`src/rtl/iosel_pkg.sv`:
```
package iosel_pkg;

  localparam int unsigned SEL_W  = 8;
  localparam int unsigned FIELD_W = 6;
  localparam logic [SEL_W-1:0] SEL_IDLE = 8'h20;

  typedef enum logic [1:0] {
    MC_NONE    = 2'b00,
    MC_READ    = 2'b01,
    MC_WRITE   = 2'b10,
    MC_REFRESH = 2'b11
  } memctl_e;

  typedef enum logic [2:0] {
    CLS_LOAD   = 3'd0,
    CLS_ENABLE = 3'd1,
    CLS_SP_RD  = 3'd2,
    CLS_NONE   = 3'd3,
    CLS_SP_WR  = 3'd4
  } sel_class_e;

  function automatic sel_class_e classify(input logic [FIELD_W-1:0] f);
    sel_class_e c;
    unique case (f[5:4])
      2'b00:   c = f[3] ? CLS_ENABLE : CLS_LOAD;
      2'b01:   c = CLS_SP_RD;
      2'b10:   c = CLS_NONE;
      default: c = CLS_SP_WR;
    endcase
    return c;
  endfunction

endpackage

```
`src/rtl/iosel_latch.sv`:
```
module iosel_latch #(
  parameter int unsigned W = 8,
  parameter logic [W-1:0] RESET_VAL = '0
) (
  input  logic         clk,
  input  logic         rst_n,
  input  logic         cap,
  input  logic [W-1:0] d,
  output logic [W-1:0] q
);

  always_ff @(posedge clk or negedge rst_n) begin
    if (!rst_n)   q <= RESET_VAL;
    else if (cap) q <= d;
  end

endmodule

```
`src/rtl/iosel_port_dec.sv`:
```
module iosel_port_dec
  import iosel_pkg::*;
#(
  parameter int unsigned PORT_N = 8
) (
  input  logic [FIELD_W-1:0] field,
  input  logic               left_bank,
  input  logic               rd_cyc,
  input  logic               wr_cyc,
  output logic [PORT_N-1:0]  port_ld,
  output logic [PORT_N-1:0]  port_en,
  output logic               sp_rd,
  output logic               sp_we
);

  localparam int unsigned PORT_AW = $clog2(PORT_N);

  sel_class_e cls;
  logic       lb_rd;
  logic       lb_wr;

  assign cls   = classify(field);
  assign lb_rd = left_bank & rd_cyc;
  assign lb_wr = left_bank & wr_cyc;

  for (genvar k = 0; k < PORT_N; k++) begin : g_port
    logic hit;
    assign hit        = (field[PORT_AW-1:0] == PORT_AW'(k));
    assign port_ld[k] = lb_wr && (cls == CLS_LOAD)   && hit;
    assign port_en[k] = lb_rd && (cls == CLS_ENABLE) && hit;
  end

  assign sp_rd = lb_rd && (cls == CLS_SP_RD);
  assign sp_we = lb_wr && (cls == CLS_SP_WR);

endmodule

```
`src/rtl/iosel_scratch.sv`:
```
module iosel_scratch #(
  parameter int unsigned DATA_W   = 8,
  parameter int unsigned SP_DEPTH = 16
) (
  input  logic                        clk,
  input  logic                        rst_n,
  input  logic                        we,
  input  logic [$clog2(SP_DEPTH)-1:0] waddr,
  input  logic [DATA_W-1:0]           wdata,
  input  logic                        rd,
  input  logic [$clog2(SP_DEPTH)-1:0] raddr,
  output logic [DATA_W-1:0]           rdata,
  output logic                        oe
);

  localparam int unsigned AW = $clog2(SP_DEPTH);

  logic [DATA_W-1:0] ent_view [SP_DEPTH];

  for (genvar e = 0; e < SP_DEPTH; e++) begin : g_ent
    logic [DATA_W-1:0] ent_q;
    always_ff @(posedge clk or negedge rst_n) begin
      if (!rst_n)                         ent_q <= '0;
      else if (we && (waddr == AW'(e)))   ent_q <= wdata;
    end
    assign ent_view[e] = ent_q;
  end

  assign rdata = rd ? ent_view[raddr] : '0;
  assign oe    = rd;

endmodule

```
`src/rtl/iosel_memctl.sv`:
```
module iosel_memctl
  import iosel_pkg::*;
(
  input  logic [1:0] code,
  output logic       mem_rd,
  output logic       mem_wr,
  output logic       mem_rfsh
);

  memctl_e mc;
  assign mc = memctl_e'(code);

  always_comb begin
    mem_rd   = 1'b0;
    mem_wr   = 1'b0;
    mem_rfsh = 1'b0;
    unique case (mc)
      MC_READ:    mem_rd   = 1'b1;
      MC_WRITE:   mem_wr   = 1'b1;
      MC_REFRESH: mem_rfsh = 1'b1;
      default:    ;
    endcase
  end

endmodule

```
`src/rtl/iosel_decoder.sv`:
```
module iosel_decoder
  import iosel_pkg::*;
#(
  parameter int unsigned DATA_W   = 8,
  parameter int unsigned PORT_N   = 8,
  parameter int unsigned SP_DEPTH = 16
) (
  input  logic              clk,
  input  logic              rst_n,
  input  logic              cyc_start,
  input  logic [7:0]        sel_byte,
  input  logic              left_bank,
  input  logic              rd_cyc,
  input  logic              wr_cyc,
  input  logic [DATA_W-1:0] io_din,
  output logic [DATA_W-1:0] io_dout,
  output logic              io_doe,
  output logic [PORT_N-1:0] port_ld,
  output logic [PORT_N-1:0] port_en,
  output logic              mem_rd,
  output logic              mem_wr,
  output logic              mem_rfsh
);

  localparam int unsigned SP_AW = $clog2(SP_DEPTH);

  logic [SEL_W-1:0] sel_q;
  logic             sp_rd;
  logic             sp_we;

  iosel_latch #(.W(SEL_W), .RESET_VAL(SEL_IDLE)) u_latch (
    .clk   (clk),
    .rst_n (rst_n),
    .cap   (cyc_start),
    .d     (sel_byte),
    .q     (sel_q)
  );

  iosel_port_dec #(.PORT_N(PORT_N)) u_dec (
    .field     (sel_q[FIELD_W-1:0]),
    .left_bank (left_bank),
    .rd_cyc    (rd_cyc),
    .wr_cyc    (wr_cyc),
    .port_ld   (port_ld),
    .port_en   (port_en),
    .sp_rd     (sp_rd),
    .sp_we     (sp_we)
  );

  iosel_scratch #(.DATA_W(DATA_W), .SP_DEPTH(SP_DEPTH)) u_sp (
    .clk   (clk),
    .rst_n (rst_n),
    .we    (sp_we),
    .waddr (sel_q[SP_AW-1:0]),
    .wdata (io_din),
    .rd    (sp_rd),
    .raddr (sel_q[SP_AW-1:0]),
    .rdata (io_dout),
    .oe    (io_doe)
  );

  iosel_memctl u_mc (
    .code     (sel_q[SEL_W-1 -: 2]),
    .mem_rd   (mem_rd),
    .mem_wr   (mem_wr),
    .mem_rfsh (mem_rfsh)
  );

endmodule

```
`config.mk`:
```
export PLATFORM = sky130hd
export DESIGN_NAME = iosel_decoder
export DESIGN_NICKNAME = d
export VERILOG_FILES = /design/src/rtl/iosel_pkg.sv /design/src/rtl/iosel_latch.sv /design/src/rtl/iosel_port_dec.sv /design/src/rtl/iosel_scratch.sv /design/src/rtl/iosel_memctl.sv /design/src/rtl/iosel_decoder.sv
export SDC_FILE = /design/constraint.sdc
export NUM_CORES = 1
export LEC_CHECK = 0
export ABC_AREA = 1
export BUFFER_PORTS_ARGS = -buffer_cell sky130_fd_sc_hd__clkbuf_2
export CAP_MARGIN = 20
export CORE_MARGIN = 10
export CORE_UTILIZATION = 61
export DETAILED_ROUTE_END_ITERATION = 12
export GPL_TIMING_DRIVEN = 0
export PLACE_DENSITY = 0.8
export SLEW_MARGIN = 20
export SYNTH_ARGS = -nofsm -noshare
export SYNTH_HDL_FRONTEND = slang
export SYNTH_SLANG_ARGS = --single-unit
```
`constraint.sdc`:
```
create_clock -name clk -period 2.45 [get_ports clk]
set_clock_uncertainty 0.2 [all_clocks]
set_input_delay 0.3675 -clock clk [delete_from_list [all_inputs] [get_ports clk]]
set_output_delay 0.3675 -clock clk [all_outputs]
set_load 0.005 [all_outputs]
```
==> impl_metrics.ini <==
[die]
coreArea_um2 = 12010
dieArea_um2 = 17100
initial_utilization_pct = 62.29
dieHeight_um = 130.8
io_pins = 50
rows = 40
die_x_um = 130.8

[cts]
cts_buffer_depth = 2
tritoncts = built
htreeDepth = 4
cts-buffers-inserted = 17
clock-sinks = 136
clock_latency_ns = 0.42
path_clk_slew_ns = 0.06
root_buffer = clkbuf_16

[pwr]
p_clk_share_pct = 45.5
switchingPower_w = 0.001819
swShare_pct = 28.43
p_per_area_nw_per_um2 = 698.4
peakVddDrop_v = 0.0006706
p_int_w = 0.004579
p_seq_share_pct = 37.5
pwr-share-comb_pct = 17.0
p_leak_nw = 5.138

[route]
drc = 0
wl_per_cell_um = 18.59
drt_wl_total_um = 24600
first_pass_iters = 8
via_per_inst = 5.747
vias = 7603
drt_iter0_drc = 1012
postRouteAntennaNets = 0

[critical_path]
start_kind = flip-flop
cp-end-kind = primary output
criticalPathCategory = reg2out
rrSetupSlack_ns = 0.05
critPathArrivalTime_ns = 2.15
cpPeakStageDelay_ns = 0.39
crit_slowest_cell = dfrtp_1
cp_cell_sequence = ha_1 > nor2_4 > nand2_2 > nor2_4 > nand3_2 > nor2_4 > buf_2
cp.required_ns = 1.88
cpMostUsedCell = nor2_4
worstPathMaxFanout = 5

[global_routing]
grt_first_pass_wirelength_um = 37380
grt_max_degree = 83
grt_pass1_vias = 6958
antenna_found_initial = 0
grt_overflow_total = 0
track_usage_pct = 28.59

[yosys]
ys_ff_latch = 136
avgSynthCellArea_um2 = 6.928
synth-xor-area-share_pct = 0
syn_inst = 1080
synth_simple_gate_area_share_pct = 44.08
yosys_warnings = 0
ys_seq_area_share_pct = 45.50
netlist_top_cells_area = dfrtp_1, nand2_1, nand3_1, nor2_1, inv_1
synthAdderAreaFrac_pct = 0.3344
synth_top_area_cell = dfrtp_1
syn-num-nets = 1104
synth.distinct_cells = 20
synth_compound_area_share_pct = 1.589
synth_top_family_by_area = simple AND/OR/NAND/NOR gates
synth.cell_area_um2 = 7482
synthMuxAreaShare_pct = 0
synth_top_area_share_pct = 45.15

[layout]
final_cell_area_um2 = 9161
drive_gt1_share_pct = 18.37
regArea_um2 = 3405
antenna_cells = 0
nNetsFinal = 1187
fin_cells = 1323
multi_input_comb_area_um2 = 3675
area_growth_pct = 22.44
fill_cells = 857

[sta]
setup_tns_ns = -2.125
final_min_period_over_clock_period_pct = 110.9
rsz0062_at_grt = yes
hold_violations = 0
max_freq_ghz = 0.3680
post-route-min-period_ns = 2.717
finalSetupViolations = 20
slew_viol_final = 0
worstMarginPinSlew_ns = 0.8174
slew_headroom_pct = 45.51
setup_slack_ns = -0.2673

[status]
status = complete, but fails checks
violations = negative setup slack

[job]
drv_cap = 0

[placed_design]
gp_congestion = 0.9932
dpl-instance-area_um2 = 7908
place_hpwl_um = 15060
port_buffers = 41
dp_cells = 1269

[min_path]
hp-class = in2reg
-- metal layers --
metal	routed length, um	vias to the layer above	global-route usage (%)	share of wire [%]
met4	873	0	11.51	3.5
li1	-	3473	-	-
met1	9718	3546	39.21	40
met3	2784	78	6.326	11
met5	0	-	0	0
met2	11220	506	43.09	46
-- cell families after synthesis --
logic type                 after synthesis
AOI/OAI and AO/OA                       23
adders and majority gates                2
buffers and inverters                  145
DFF                                    136
and+or+nand+nor                        774
-- cells in the mapped netlist --
cell type	number
clkbuf_1	25
o21ai_2	1
nor2_4	10
buf_4	3
buf_6	8
nor2_2	11
nor2_8	1
inv_1	82
nand2_4	11
dfrtp_1	135
nand2_2	8
nand2_1	498
inv_2	10
nor2_1	98
o21ai_0	22
ha_1	2
dfstp_2	1
buf_1	1
nand3_1	137
buf_2	16
-- per-stage QoR --
stage          total power (W)  hold slack [ns]  worst slack [ns]  util, %
3_5_place_dp          0.003287           0.2498           0.02152    65.83
6_report              0.006398         0.009232           -0.2673    76.27
2_1_floorplan         0.002983          -0.1281            0.4624        -
4_1_cts               0.006259         0.008706           -0.2091    74.45
5_1_grt               0.006580          0.03189           -0.3315    76.27
3_3_place_gp          0.003268           0.2534            -1.395    65.53
-- what timing repair did --
item | CTS | global route
gates cloned | 2 | 1
endpoints found under the hold margin | 87 | 0
pin swaps | 16 | 21
setup buffers | 9 | 4
hold buffers | 8 | 0
endpoints found under the setup margin | 25 | 25
resized for setup | 66 | 71
-- state kept, by name, summed over array words and instances (netlist names) --
register and count:
u_sp.g_ent.ent_q 128, u_latch.q 8
-- path summary, 6_finish.rpt --
check                                       start                      end  cells after the start
min in group asynchronous                   rst_n  u_sp.g_ent[10].ent_q[0]                      2
setup / recovery                     u_latch.q[4]               io_dout[7]                      7
setup reg to reg                     u_latch.q[5]   u_sp.g_ent[6].ent_q[4]                     12
max in group asynchronous                   rst_n   u_sp.g_ent[3].ent_q[6]                      3
hold / removal                        sel_byte[1]             u_latch.q[1]                      3
hold reg to reg            u_sp.g_ent[1].ent_q[2]   u_sp.g_ent[1].ent_q[2]                      2
-- power by group through the flow --
stage	registers [W]	clock network, W	logic, W
finish	0.00240	0.00291	0.00109
global route	0.00241	0.00299	0.00118
CTS	0.00240	0.00288	0.000978
detailed placement	0.00243	0	0.000856
global placement	0.00243	0	0.000838
floorplan	0.00242	0	0.000563
-- layout by cell type (no fill, tap or decap), drive strengths merged --
master       Yosys  layout
dfstp            1       1
inv             92      92
dfrtp          135     135
ha               2       2
dlygate4sd3      0       8
o21ai           23      23
nor2           120     121
bufinv           0       5
clkinv           0       4
nand2          517     517
clkbuf          25      75
buf             28      54
clkinvlp         0       2
nand3          137     137
-- worst max-delay path, delay by kind of cell (launching register included) --
kind | cells | cell delay (ns)
adder cells (fa/ha/maj) | 1 | 0.30
flip-flops | 1 | 0.39
buffers and inverters | 1 | 0.13
AND/OR/NAND/NOR | 5 | 0.91
-- area by class of cell --
class	count	share of cell area, %
Timing Repair Buffer	63	5.203
Buffer	53	4.316
Tap cell	147	2.008
Sequential cell	136	37.16
Clock buffer	21	5.135
Multi-Input combinational cell	800	40.11
Inverter	92	3.961
Clock inverter	11	2.103
No activity file was read; power rests on OpenSTA's default activity.
